File: config.mk
export PLATFORM = sky130hd
export DESIGN_NAME = cfg_fetch_seq
export DESIGN_NICKNAME = d
export VERILOG_FILES = /design/src/rtl/cfg_fetch_pkg.sv /design/src/rtl/cfg_fetch_backoff.sv /design/src/rtl/cfg_fetch_capture.sv /design/src/rtl/cfg_fetch_ctrl.sv /design/src/rtl/cfg_fetch_seq.sv
export SDC_FILE = /design/constraint.sdc
export NUM_CORES = 1
export LEC_CHECK = 0
export BUFFER_PORTS_ARGS = -buffer_cell sky130_fd_sc_hd__buf_2
export CAP_MARGIN = 30
export CORE_MARGIN = 2
export CORE_UTILIZATION = 54
export DETAILED_ROUTE_END_ITERATION = 6
export GPL_TIMING_DRIVEN = 0
export PLACE_DENSITY = 0.89
export SLEW_MARGIN = 15
export SYNTH_ARGS = -nofsm -noshare
export SYNTH_HDL_FRONTEND = slang
export SYNTH_SLANG_ARGS = --single-unit
File: constraint.sdc
create_clock -name clk -period 1.8 [get_ports clk]
set_input_delay 0.18 -clock clk [delete_from_list [all_inputs] [get_ports clk]]
set_output_delay 0.18 -clock clk [all_outputs]
set_load 0.02 [all_outputs]
File: src/rtl/cfg_fetch_pkg.sv
package cfg_fetch_pkg;

  typedef enum logic [2:0] {
    ST_IDLE,
    ST_REQ,
    ST_WAIT,
    ST_HOLD,
    ST_BACKOFF
  } fetch_state_e;

  // word slots in fetch order; order is behaviour (valid first, size last)
  localparam int unsigned SLOT_VALID = 0;
  localparam int unsigned SLOT_ADDR  = 1;
  localparam int unsigned SLOT_SIZE  = 2;
  localparam int unsigned N_SLOTS    = 3;

  // register offset of a slot: base plus a fixed stride per slot
  function automatic logic [31:0] slot_offset(input logic [31:0] base,
                                              input logic [31:0] stride,
                                              input logic [1:0]  slot);
    return base + stride * {30'd0, slot};
  endfunction

  function automatic logic slot_is_last(input logic [1:0] slot);
    return slot == 2'(N_SLOTS - 1);
  endfunction

endpackage

File: src/rtl/cfg_fetch_backoff.sv
module cfg_fetch_backoff #(
  parameter int unsigned DLY = 8
) (
  input  logic clk,
  input  logic rst_n,
  input  logic load,
  output logic expire
);
  localparam int unsigned CNT_W = (DLY < 2) ? 1 : $clog2(DLY);

  logic             busy;
  logic [CNT_W-1:0] cnt;

  assign expire = busy && (cnt == CNT_W'(DLY - 1));

  always_ff @(posedge clk) begin
    if (!rst_n) begin
      busy <= 1'b0;
      cnt  <= '0;
    end else if (load) begin
      busy <= 1'b1;
      cnt  <= '0;
    end else if (expire) begin
      busy <= 1'b0;
      cnt  <= '0;
    end else if (busy) begin
      cnt  <= cnt + 1'b1;
    end
  end
endmodule

File: src/rtl/cfg_fetch_capture.sv
module cfg_fetch_capture
  import cfg_fetch_pkg::*;
#(
  parameter int unsigned DATA_W = 32
) (
  input  logic              clk,
  input  logic              rst_n,
  input  logic              cap_en,
  input  logic [1:0]        slot,
  input  logic [DATA_W-1:0] rsp_data,
  input  logic              publish,
  input  logic              withdraw,
  output logic              valid_nz,
  output logic [DATA_W-1:0] buf_addr,
  output logic [DATA_W-1:0] buf_size,
  output logic              buf_valid
);
  logic [DATA_W-1:0] valid_word;
  logic [DATA_W-1:0] addr_word;

  assign valid_nz = |valid_word;

  always_ff @(posedge clk) begin
    if (!rst_n) begin
      valid_word <= '0;
      addr_word  <= '0;
    end else if (cap_en) begin
      if (slot == 2'(SLOT_VALID)) valid_word <= rsp_data;
      if (slot == 2'(SLOT_ADDR))  addr_word  <= rsp_data;
    end
  end

  // size comes straight from the final response so the result is out one cycle later
  always_ff @(posedge clk) begin
    if (!rst_n) begin
      buf_addr  <= '0;
      buf_size  <= '0;
      buf_valid <= 1'b0;
    end else if (publish) begin
      buf_addr  <= addr_word;
      buf_size  <= rsp_data;
      buf_valid <= 1'b1;
    end else if (withdraw) begin
      buf_valid <= 1'b0;
    end
  end
endmodule

File: src/rtl/cfg_fetch_ctrl.sv
module cfg_fetch_ctrl
  import cfg_fetch_pkg::*;
(
  input  logic       clk,
  input  logic       rst_n,
  input  logic       start,
  input  logic       rsp_aready,
  input  logic       rsp_dvalid,
  input  logic       valid_nz,
  input  logic       backoff_expire,
  output logic       req_avalid,
  output logic [1:0] slot,
  output logic       cap_en,
  output logic       fetch_done,
  output logic       retry_load,
  output logic       withdraw
);
  fetch_state_e state, state_nxt;
  logic [1:0]   slot_nxt;

  always_comb begin
    state_nxt  = state;
    slot_nxt   = slot;
    req_avalid = 1'b0;
    cap_en     = 1'b0;
    fetch_done = 1'b0;
    retry_load = 1'b0;
    withdraw   = 1'b0;
    case (state)
      ST_IDLE: begin
        if (start) begin
          state_nxt = ST_REQ;
          slot_nxt  = 2'd0;
        end
      end
      ST_REQ: begin
        req_avalid = 1'b1;
        if (rsp_aready) state_nxt = ST_WAIT;
      end
      ST_WAIT: begin
        if (rsp_dvalid) begin
          cap_en = 1'b1;
          if (slot_is_last(slot)) begin
            if (valid_nz) begin
              fetch_done = 1'b1;
              state_nxt  = ST_HOLD;
            end else begin
              retry_load = 1'b1;
              state_nxt  = ST_BACKOFF;
            end
          end else begin
            slot_nxt  = slot + 2'd1;
            state_nxt = ST_REQ;
          end
        end
      end
      ST_HOLD: begin
        if (start) begin
          withdraw  = 1'b1;
          slot_nxt  = 2'd0;
          state_nxt = ST_REQ;
        end
      end
      ST_BACKOFF: begin
        if (backoff_expire) begin
          slot_nxt  = 2'd0;
          state_nxt = ST_REQ;
        end
      end
      default: state_nxt = ST_IDLE;
    endcase
  end

  always_ff @(posedge clk) begin
    if (!rst_n) begin
      state <= ST_IDLE;
      slot  <= 2'd0;
    end else begin
      state <= state_nxt;
      slot  <= slot_nxt;
    end
  end
endmodule

File: src/rtl/cfg_fetch_seq.sv
module cfg_fetch_seq
  import cfg_fetch_pkg::*;
#(
  parameter int unsigned ADDR_W    = 12,
  parameter int unsigned DATA_W    = 32,
  parameter int unsigned LEN_W     = 8,
  parameter int unsigned RD_BYTES  = 4,
  parameter int unsigned BASE_OFS  = 32'h354,
  parameter int unsigned STRIDE    = 4,
  parameter int unsigned RETRY_DLY = 8
) (
  input  logic              clk,
  input  logic              rst_n,
  input  logic              start,
  output logic [ADDR_W-1:0] req_addr,
  output logic [LEN_W-1:0]  req_len,
  output logic              req_avalid,
  input  logic              rsp_aready,
  input  logic              rsp_dvalid,
  input  logic [DATA_W-1:0] rsp_data,
  output logic [DATA_W-1:0] buf_addr,
  output logic [DATA_W-1:0] buf_size,
  output logic              buf_valid
);
  localparam logic [LEN_W-1:0] LEN_CONST = LEN_W'(RD_BYTES);

  // internal events, named for the checker
  logic [1:0]  slot;
  logic        cap_en;
  logic        fetch_done;
  logic        retry_load;
  logic        withdraw;
  logic        valid_nz;
  logic        backoff_expire;
  logic [31:0] ofs_full;

  assign ofs_full = slot_offset(32'(BASE_OFS), 32'(STRIDE), slot);
  assign req_addr = ofs_full[ADDR_W-1:0];
  assign req_len  = LEN_CONST;

  cfg_fetch_ctrl u_ctrl (
    .clk            (clk),
    .rst_n          (rst_n),
    .start          (start),
    .rsp_aready     (rsp_aready),
    .rsp_dvalid     (rsp_dvalid),
    .valid_nz       (valid_nz),
    .backoff_expire (backoff_expire),
    .req_avalid     (req_avalid),
    .slot           (slot),
    .cap_en         (cap_en),
    .fetch_done     (fetch_done),
    .retry_load     (retry_load),
    .withdraw       (withdraw)
  );

  cfg_fetch_capture #(.DATA_W(DATA_W)) u_cap (
    .clk       (clk),
    .rst_n     (rst_n),
    .cap_en    (cap_en),
    .slot      (slot),
    .rsp_data  (rsp_data),
    .publish   (fetch_done),
    .withdraw  (withdraw),
    .valid_nz  (valid_nz),
    .buf_addr  (buf_addr),
    .buf_size  (buf_size),
    .buf_valid (buf_valid)
  );

  cfg_fetch_backoff #(.DLY(RETRY_DLY)) u_backoff (
    .clk    (clk),
    .rst_n  (rst_n),
    .load   (retry_load),
    .expire (backoff_expire)
  );
endmodule

=== Yosys cells after proc, flatten, opt, wreduce, memory -nomap -nowiden ===
Index checks and enable logic that the tools add are counted.

* Bitwise operators: 1
* Reductions and logical operators: 13
* Add/subtract/negate cells: 3
* Mux-type cells: 29
* Equality and inequality tests: 12

{| class="wikitable"
|+ Operators with widths
! operator !! number
|-
| $reduce_or A32 Y1 || 1
|-
| $mux W3 || 6
|-
| $mux W1 || 17
|-
| $pmux W3 S4 || 1
|-
| $add A10 B4 Y11 const A || 1
|-
| $mux W2 || 4
|-
| $ne A2 B2 Y1 const B || 4
|-
| $eq A3 B2 Y1 const B || 2
|-
| $eq A3 B3 Y1 const B || 2
|-
| $pmux W2 S3 || 1
|-
| $reduce_and A5 Y1 || 1
|-
| $reduce_and A2 Y1 || 2
|-
| $reduce_and A4 Y1 || 1
|-
| $reduce_bool A2 Y1 || 2
|-
| $add A3 B1 Y3 const B || 1
|-
| $eq A3 B1 Y1 const B || 1
|-
| $logic_not A3 Y1 || 1
|-
| $reduce_bool A3 Y1 || 1
|-
| $reduce_or A3 Y1 || 1
|-
| $add A2 B1 Y2 const B || 1
|-
| $eq A2 B1 Y1 const B || 1
|-
| $eq A2 B2 Y1 const B || 1
|-
| $logic_not A2 Y1 || 1
|-
| $ne A2 B1 Y1 const B || 1
|-
| 3 further kinds || 3
|}

* Register bits: 138
* Word-level logic and storage cells: 67
* Input bits: 37
* Output and inout bits: 86

=== Logic depth before layout (Yosys ltp) ===
Gate-level depths: netlist of run 1.

* Word-level depth: 6
* Gate-level depth with buffers: 10
* Mapped depth without buffers: 7

=== Modules after synthesis ===
Synthesis of run 1 repeated with hierarchy kept, for this count alone.

* Cell total of the unflattened synthesis: 592
* Area, all modules: 5651.7 µm²

{| class="wikitable"
|+ By module, submodules not included
! module !! area each (µm²) !! cells each !! instances
|-
| cfg_fetch_capture || 4899.7 || 501 || 1
|-
| cfg_fetch_ctrl || 399.1 || 50 || 1
|-
| cfg_fetch_backoff || 192.7 || 19 || 1
|-
| cfg_fetch_seq || 160.2 || 22 || 1
|}

=== Worst setup path before layout of run 1 ===
No wires, ideal clock.

* Path type: flip-flop to flip-flop
* From: register u_ctrl.slot[0]
* To: register u_cap.buf_size[26]
* Setup time: 115 ps
* Data arrival time: 1615 ps
* Required time: 1685 ps
* Buffers on the path: 3
* Clock period less this slack: 1730 ps
* Slack: 70 ps
* Stages on the path, launching flop included: 11
* Cell sequence: dfxtp_1 inv_1 ha_1 nor2b_2 and3_1 o21ai_2 buf_6 buf_8 buf_12 nand3_2 o21ai_2

* Word-level cells in the longest chain between the ends: 4

{| class="wikitable"
|+ Ends and longest elaborated chain
! item !! line !! text
|-
| from (decl) || cfg_fetch_ctrl.sv:12 || <nowiki>output logic [1:0] slot,</nowiki>
|-
| from (signal assigned) || cfg_fetch_ctrl.sv:80 || <nowiki>slot <= slot_nxt;</nowiki>
|-
| $eq A2 B2 Y1 || cfg_fetch_pkg.sv:25 || <nowiki>return slot == 2'(N_SLOTS - 1);</nowiki>
|-
| $mux W1 || cfg_fetch_ctrl.sv:43 || <nowiki>if (slot_is_last(slot)) begin</nowiki>
|-
| $mux W1 || cfg_fetch_ctrl.sv:41 || <nowiki>if (rsp_dvalid) begin</nowiki>
|-
| $mux W1 || cfg_fetch_ctrl.sv:29 || <nowiki>case (state)</nowiki>
|-
| to (signal assigned) || cfg_fetch_capture.sv:41 || <nowiki>buf_size <= rsp_data;</nowiki>
|-
| to (decl) || cfg_fetch_capture.sv:15 || <nowiki>output logic [DATA_W-1:0] buf_size,</nowiki>
|}

No other way between the ends.
A chain may end at the register's enable or synchronous reset.

=== Worst setup path after layout of run 1 ===
* From: register u_cap.valid_word[3]
* To: register u_cap.buf_size[23]

* Word-level cells in the longest chain between the ends: 5

{| class="wikitable"
|+ Ends and longest elaborated chain
! item !! line !! text
|-
| from (decl) || cfg_fetch_capture.sv:18 || <nowiki>logic [DATA_W-1:0] valid_word;</nowiki>
|-
| from (signal assigned) || cfg_fetch_capture.sv:28 || <nowiki>if (slot == 2'(SLOT_VALID)) valid_word <= rsp_data;</nowiki>
|-
| $reduce_or A32 Y1 || cfg_fetch_capture.sv:21 || <nowiki>assign valid_nz = |valid_word;</nowiki>
|-
| $mux W1 || cfg_fetch_ctrl.sv:44 || <nowiki>if (valid_nz) begin</nowiki>
|-
| $mux W1 || cfg_fetch_ctrl.sv:43 ||
|-
| $mux W1 || cfg_fetch_ctrl.sv:41 ||
|-
| $mux W1 || cfg_fetch_ctrl.sv:29 ||
|}

No other way between the ends.

==> key figures, run 1 <==
Logic synthesis
  – Syn. warnings: 0
  – Post-synth top flop: dfxtp_1
  – Sequential fraction of the synthesis area: 0.508
  – Post-synth cell types: 43
  – Synth Cell Area: 5440 um2
  – Post-synthesis average cell area: 8.15 um2
  – Post-synth EDFFs: 0
  – Async SR Flop Fraction: 0
  – #FFs+latches synth: 138
  – Post-synthesis instance total: 667

Detailed routing
  – Vias/cell: 6.25
  – Iter 0 DRT Violations: 1083
  – Vias after detailed routing: 6203
  – DRC Markers: 22
  – Routed Antenna Nets: 0
  – Detailed Routing Iterations Pass 1: 7
  – Wire length per cell: 21.4 um
  – Routed Wire Length: 21.3 mm

Floorplan
  – Starting Density: 0.556
  – Num rows: 36
  – I/O pin count: 123
  – Die Height: 104 um
  – Core box area: 9770 um2
  – Die Width: 104 um
  – Die area: 10900 um2

Final layout
  – Most common cell after layout, fill and taps aside: nand2_1
  – Most frequent cells in the layout: 199 x nand2_1, 131 x dfxtp_1, 107 x buf_2
  – Antenna diode count: 0
  – Layout cells sized above 1: 0.276
  – Cell area after layout: 7400 um2
  – Fin nets: 890
  – Area growth from synthesis to layout: 36.1%

Clock tree
  – CTS tree: built
  – Clock Latency Late Sink: 0.54 ns
  – CTS sink count: 138
  – CTS Buffer Depth: 2
  – Total CTS buffers: 17
  – CTS H-tree lvls: 4
  – Worst-path clk slew: 0.06 ns
  – Root buffer cell: clkbuf_8

Pwr
  – Sw frac: 0.278
  – PD cells: 1010 nW/um2
  – Power Internal: 5.42 mW
  – Gate power share: 0.139
  – Clock share of power: 0.438
  – Total power draw: 7.50 mW
  – VDD IR max: 0.684 mV
  – Lkg Pwr: 3.00 nW
  – Net load switching power: 2.08 mW
  – Sequential power share: 0.423

Global route
  – Gr usage total: 0.350
  – Antenna violations before repair: 0
  – Vias in the first global route: 5790
  – First-pass GRT wire length: 30.1 mm
  – GR Overflow Total: 0
  – Largest net degree at the start of global routing: 17

Outcome
  – Status: finished with violations
  – Failing checks: design-rule violations, negative setup slack

Place
  – Number of I/O port buffers: 105
  – Final GP Congestion: 0.859
  – Post-detail-place hpwl: 10.3 mm
  – DP Area: 6180 um2
  – Worst slack, placed: -0.132 ns

Timing
  – Slew Viols, Final: 0
  – Worst Max-Slew Pin Slew: 0.711 ns
  – Final hold vios: 0
  – Min Clock Period, post-route: 1.99 ns
  – Sum Neg Setup Slack: -7.95 ns
  – # setup viols final: 105
  – Slew headroom: 0.526
  – Setup Skew: 0.0128 ns
  – Final worst slack: -0.192 ns
  – Period utilization: 1.11
  – F_max: 502 MHz
  – RSZ-0062 raised after global routing: true

Critical path
  – Crit path DAT: 2.43 ns
  – Crit Path Category: reg -> reg
  – Slowest-stage cell, CP: nor4_4
  – CP Cell Sequence: nor4_4, nand4_1, buf_4, o21ai_4, buf_8, buf_6, nand3_1, o21ai_0
  – Worst r2r path cells: 8
  – Startpoint types: flop
  – CP endpoint kind: flop
  – Worst path max stage delay: 0.40 ns
  – CP required: 2.24 ns
  – Max FO, Critical Path: 10

Min path
  – Hold Crit Class: in -> reg
  – Hold path depth: 4

Flow run
  – Max cap viols: 0
[cells by family (layout without fill, tap and decap cells)]
logic type,Yosys count,count (layout),share of synthesized area
XOR/XNOR,1,1,0.00161
multiplexers,5,5,0.00920
AND/OR/NAND/NOR,297,297,0.240
buffers and inverters,74,253,0.0833
AO/OA/AOI/OAI,144,144,0.142
adder cells (fa/ha/maj),6,6,0.0138
other,2,16,0.00138
flip-flops,138,138,0.508
[metal layers]
metal | track usage | wire length, um
met1 | 0.394 | 7080
met2 | 0.577 | 9400
met3 | 0.108 | 2970
met4 | 0.217 | 1850
met5 | 0 | 0
[registers in the layout, summed over array words and instances, names as in the netlist]
signal and cells:
u_cap.buf_valid 1, u_backoff.busy 1, u_cap.buf_size 32, u_cap.addr_word 32, u_ctrl.slot 2, u_backoff.cnt 3, u_cap.valid_word 32, u_cap.buf_addr 32
u_ctrl.state 3
[cell type report]
cell class,count,area [um2]
tap,133,166
sequential,138,2770
fill,572,2370
inverter,5,18.8
buffer,69,502
timing repair buffer,147,952
clock inverter,13,123
clock buffer,19,432
multi-input combinational,469,2440
[stage by stage]
step | util | hold WS [ns] | std cells
after floorplan | - | 0.313 | 681
after global placement | 0.632 | 0.440 | 919
after detailed placement | 0.632 | 0.446 | 919
after CTS | 0.739 | 0.139 | 988
after global routing | 0.757 | 0.176 | 993
final | 0.757 | 0.198 | 993
[power by group through the flow]
stage	logic (mW)	clock network [mW]	registers [mW]
floorplan	0.532	0	3.20
global placement	0.721	0	3.21
detailed placement	0.734	0	3.21
CTS	0.880	3.21	3.15
global route	1.09	3.40	3.18
finish	1.04	3.28	3.18
[cell usage after synthesis, types with 2 or more instances]
cell | n | area [um2]
o21ai_0 | 59 | 295
nor3_1 | 3 | 15.0
buf_6 | 7 | 78.8
conb_1 | 2 | 7.51
and2_1 | 2 | 12.5
clkbuf_1 | 29 | 109
o21a_1 | 2 | 15.0
buf_2 | 4 | 20.0
o22ai_1 | 2 | 12.5
nand3_2 | 5 | 50.1
inv_1 | 4 | 15.0
nand3_1 | 60 | 300
o21ai_2 | 6 | 52.6
o21ai_1 | 2 | 10.0
dfxtp_1 | 138 | 2760
buf_4 | 23 | 173
ha_1 | 6 | 75.1
clkbuf_2 | 3 | 15.0
mux2i_1 | 5 | 50.1
nand4_1 | 3 | 18.8
nor2b_1 | 2 | 12.5
nand2_1 | 199 | 747
nor4_1 | 8 | 50.1
nor2_1 | 6 | 22.5
and3_1 | 2 | 12.5
a21oi_1 | 68 | 340
[path summary, 6_finish.rpt]
check	startpoint	to	slack (ns)
worst max-delay path	u_cap.valid_word[3]	u_cap.buf_size[23]	-0.19
worst min-delay path	start	u_cap.buf_valid	0.20
worst max register to register	u_cap.valid_word[3]	u_cap.buf_size[23]	-0.19
worst min register to register	u_cap.buf_addr[6]	u_cap.buf_addr[6]	0.46
[critical path, delay by kind of cell, from the launching register on]
| kind | cells | cell delay [ns] |
|---|---|---|
| AOI/OAI and AO/OA | 2 | 0.36 |
| buffers and inverters | 3 | 0.54 |
| DFF | 1 | 0.35 |
| and+or+nand+nor | 3 | 0.66 |
[repair_timing]
action	4_1_cts	5_1_grt
setup buffers	3	4
hold endpoints to repair	95	0
hold buffers	32	0
gates cloned	2	2
pin swaps	13	12
endpoints found under the setup margin	65	131
resized for setup	28	73
Note: power is estimated with default switching activity, not from simulation.
==> run 2, diff against run 1 <==
Settings changed: GPL_TIMING_DRIVEN 0 to default.
==> key figures, run 2 (same netlist as run 1, synthesis figures left out) <==
Detailed routing
  – Wire length per cell: 21.3 um (-0.87%)
  – Detailed Routing Iterations Pass 1: 7 (unchanged)
  – Vias/cell: 6.27 (+0.35%)
  – Routed Wire Length: 20.0 mm (-6.3%)
  – Iter 0 DRT Violations: 798 (-26%)
  – Vias after detailed routing: 5886 (-5.1%)
  – Routed Antenna Nets: 0 (unchanged)
  – DRC Markers: 28 (+27%)

Place
  – Post-detail-place hpwl: 8.81 mm (-15%)
  – Final GP Congestion: 0.840 (-2.2%)
  – DP Area: 5910 um2 (-4.5%)
  – Number of I/O port buffers: 106 (+0.95%)
  – Post-Place Cells: 860 (-6.4%)
  – Worst slack, placed: -0.0184 ns (+0.114 ns)

Floorplan
  – Starting Density: 0.556 (unchanged)
  – Die Width: 104 um (unchanged)
  – Die area: 10900 um2 (unchanged)
  – Core box area: 9770 um2 (unchanged)
  – Num rows: 36 (unchanged)
  – I/O pin count: 123 (unchanged)
  – Die Height: 104 um (unchanged)

Timing
  – Setup Skew: 0.0103 ns (-0.00244 ns)
  – Final hold vios: 0 (unchanged)
  – WHS: 0.0366 ns (-0.161 ns)
  – F_max: 514 MHz (+2.4%)
  – Final worst slack: -0.145 ns (+0.0472 ns)
  – Period utilization: 1.08 (-0.0262)
  – Slew Viols, Final: 0 (unchanged)
  – Min Clock Period, post-route: 1.95 ns (-0.0472 ns)
  – RSZ-0062 raised after global routing: true
  – # setup viols final: 62 (-41%)

Pwr
  – Gate power share: 0.117 (-0.022)
  – Power Internal: 5.37 mW (-0.88%)
  – VDD IR max: 0.565 mV (-17%)
  – Sw frac: 0.276 (-0.00167)
  – Lkg Pwr: 2.84 nW (-5.1%)
  – PD cells: 1040 nW/um2 (+2.2%)
  – Clock share of power: 0.450 (+0.012)
  – Net load switching power: 2.05 mW (-1.7%)
  – Sequential power share: 0.434 (+0.011)

Clock tree
  – CTS H-tree lvls: 4 (unchanged)
  – Clock Latency Late Sink: 0.54 ns (about the same)
  – Root buffer cell: clkbuf_8
  – CTS Buffer Depth: 2 (unchanged)
  – CTS sink count: 138 (unchanged)
  – Total CTS buffers: 17 (unchanged)
  – Worst-path clk slew: 0.07 ns (about the same)
  – CTS tree: built

Final layout
  – Fill cells: 590 (+3.1%)
  – Multi-input gate area in the final layout: 2420 um2 (-0.62%)
  – Register area: 2770 um2 (-0.14%)
  – Cell area after layout: 7160 um2 (-3.2%)
  – Most common cell after layout, fill and taps aside: nand2_1
  – Layout cells sized above 1: 0.257 (-0.0188)
  – Final Core Density: 0.733 (-0.0246)
  – Area growth from synthesis to layout: 31.7%
  – Antenna diode count: 0 (unchanged)
  – Most frequent cells in the layout: 199 x nand2_1, 134 x dfxtp_1, 105 x buf_2
  – Non-Filler Instances: 939 (-5.4%)
  – Fin nets: 836 (-6.1%)

Critical path
  – RR Startpoint: u_cap.valid_word[0]
  – R2r endpoint: u_cap.buf_addr[10]
  – CP dominant cell by count: buf_6
  – Max FO, Critical Path: 5 (-5)
  – Worst path bufs/invs: 3 (unchanged)
  – CP Cell Sequence: nor4_2, nand4_1, o21ai_4, buf_6, buf_8, buf_6, nand3_1, o21ai_0
  – Crit path DAT: 2.40 ns (-0.03 ns)
  – Worst r2r path cells: 8 (unchanged)
  – Crit path max-delay family: simple AND/OR/NAND/NOR gates
  – R2R setup slack: -0.15 ns (+0.05 ns)
  – CP endpoint kind: flop
  – Slowest-stage cell, CP: dfxtp_1
  – Worst path max stage delay: 0.37 ns (-0.03 ns)
  – Startpoint types: flop
  – CP required: 2.26 ns (+0.02 ns)
  – Crit Path Category: reg -> reg

Min path
  – Hold path depth: 3 (-1)
  – Worst Hold Endpoint: u_ctrl.state[0]
  – Hold Crit Start: rst_n
  – Hold Crit Class: in -> reg

Global route
  – First-pass GRT wire length: 26.0 mm (-13%)
  – Antenna violations before repair: 1 (+1)
  – Largest net degree at the start of global routing: 111 (+94)
  – Vias in the first global route: 5100 (-12%)
  – GR Overflow Total: 0 (unchanged)
  – Gr usage total: 0.299 (-0.0506)

Outcome
  – Failing checks: design-rule violations, negative setup slack
  – Status: finished with violations

Flow run
  – Max cap viols: 0 (unchanged)
## run 2: power groups by stage
stage          Clock, mW  Sequential (mW)  Combinational [mW]
2_1_floorplan          0             3.20               0.532
3_3_place_gp           0             3.24               0.619
3_5_place_dp           0             3.25               0.647
4_1_cts             3.26             3.19               0.734
5_1_grt             3.42             3.22               0.912
6_report            3.33             3.22               0.865
## run 2: per-stage QoR
step / total power [mW] / TNS, ns
after global placement: 3.86 / 0
after CTS: 7.18 / 0
after detailed placement: 3.90 / -0.0658
final: 7.42 / -4.74
after floorplan: 3.73 / 0
after global routing: 7.55 / -6.99
## run 2: worst max-delay path by stage
stage                                    start                 end  slack [ns]  depth (start not counted)
after floorplan                 u_ctrl.slot[0]  u_cap.buf_size[26]        0.07                         10
after global placement    u_cap.valid_word[26]  u_cap.buf_addr[11]        0.04                          6
after detailed placement  u_cap.valid_word[26]   u_cap.buf_size[8]       -0.02                          6
after CTS                 u_cap.valid_word[15]   u_cap.buf_size[8]        0.01                          6
after global routing       u_cap.valid_word[0]  u_cap.buf_size[30]       -0.17                          8
final                      u_cap.valid_word[0]  u_cap.buf_addr[10]       -0.15                          8
## run 2: final cells by class
type                            count  share of cell area
Clock buffer                       19              0.0617
Clock inverter                     13              0.0168
Inverter                            5             0.00262
Timing Repair Buffer              162               0.171
Multi-Input combinational cell    469               0.338
Sequential cell                   138               0.386
Tap cell                          133              0.0232
## run 2: worst register-to-register path, stage by stage, from the launching register on
cell and delay (ns):
dfxtp_1 0.37, nor4_2 0.37, nand4_1 0.24, o21ai_4 0.24, buf_6 0.17, buf_8 0.13, buf_6 0.14, nand3_1 0.09
o21ai_0 0.12
## run 2: what timing repair did
action,4_1_cts,5_1_grt
buffers inserted,1,5
pin swaps,1,11
resized for setup,3,59
gates cloned,0,9
hold endpoints to repair,96,0
hold buffers,32,0
setup endpoints to repair,59,87
## run 2: per-layer routing
| layer | up-vias | wire length, um | GRT usage |
|---|---|---|---|
| met3 | 184 | 2650 | 0.0896 |
| met4 | 0 | 1500 | 0.166 |
| met5 | - | 0 | 0 |
| met1 | 2641 | 6770 | 0.353 |
| li1 | 2454 | - | - |
| met2 | 607 | 9050 | 0.487 |
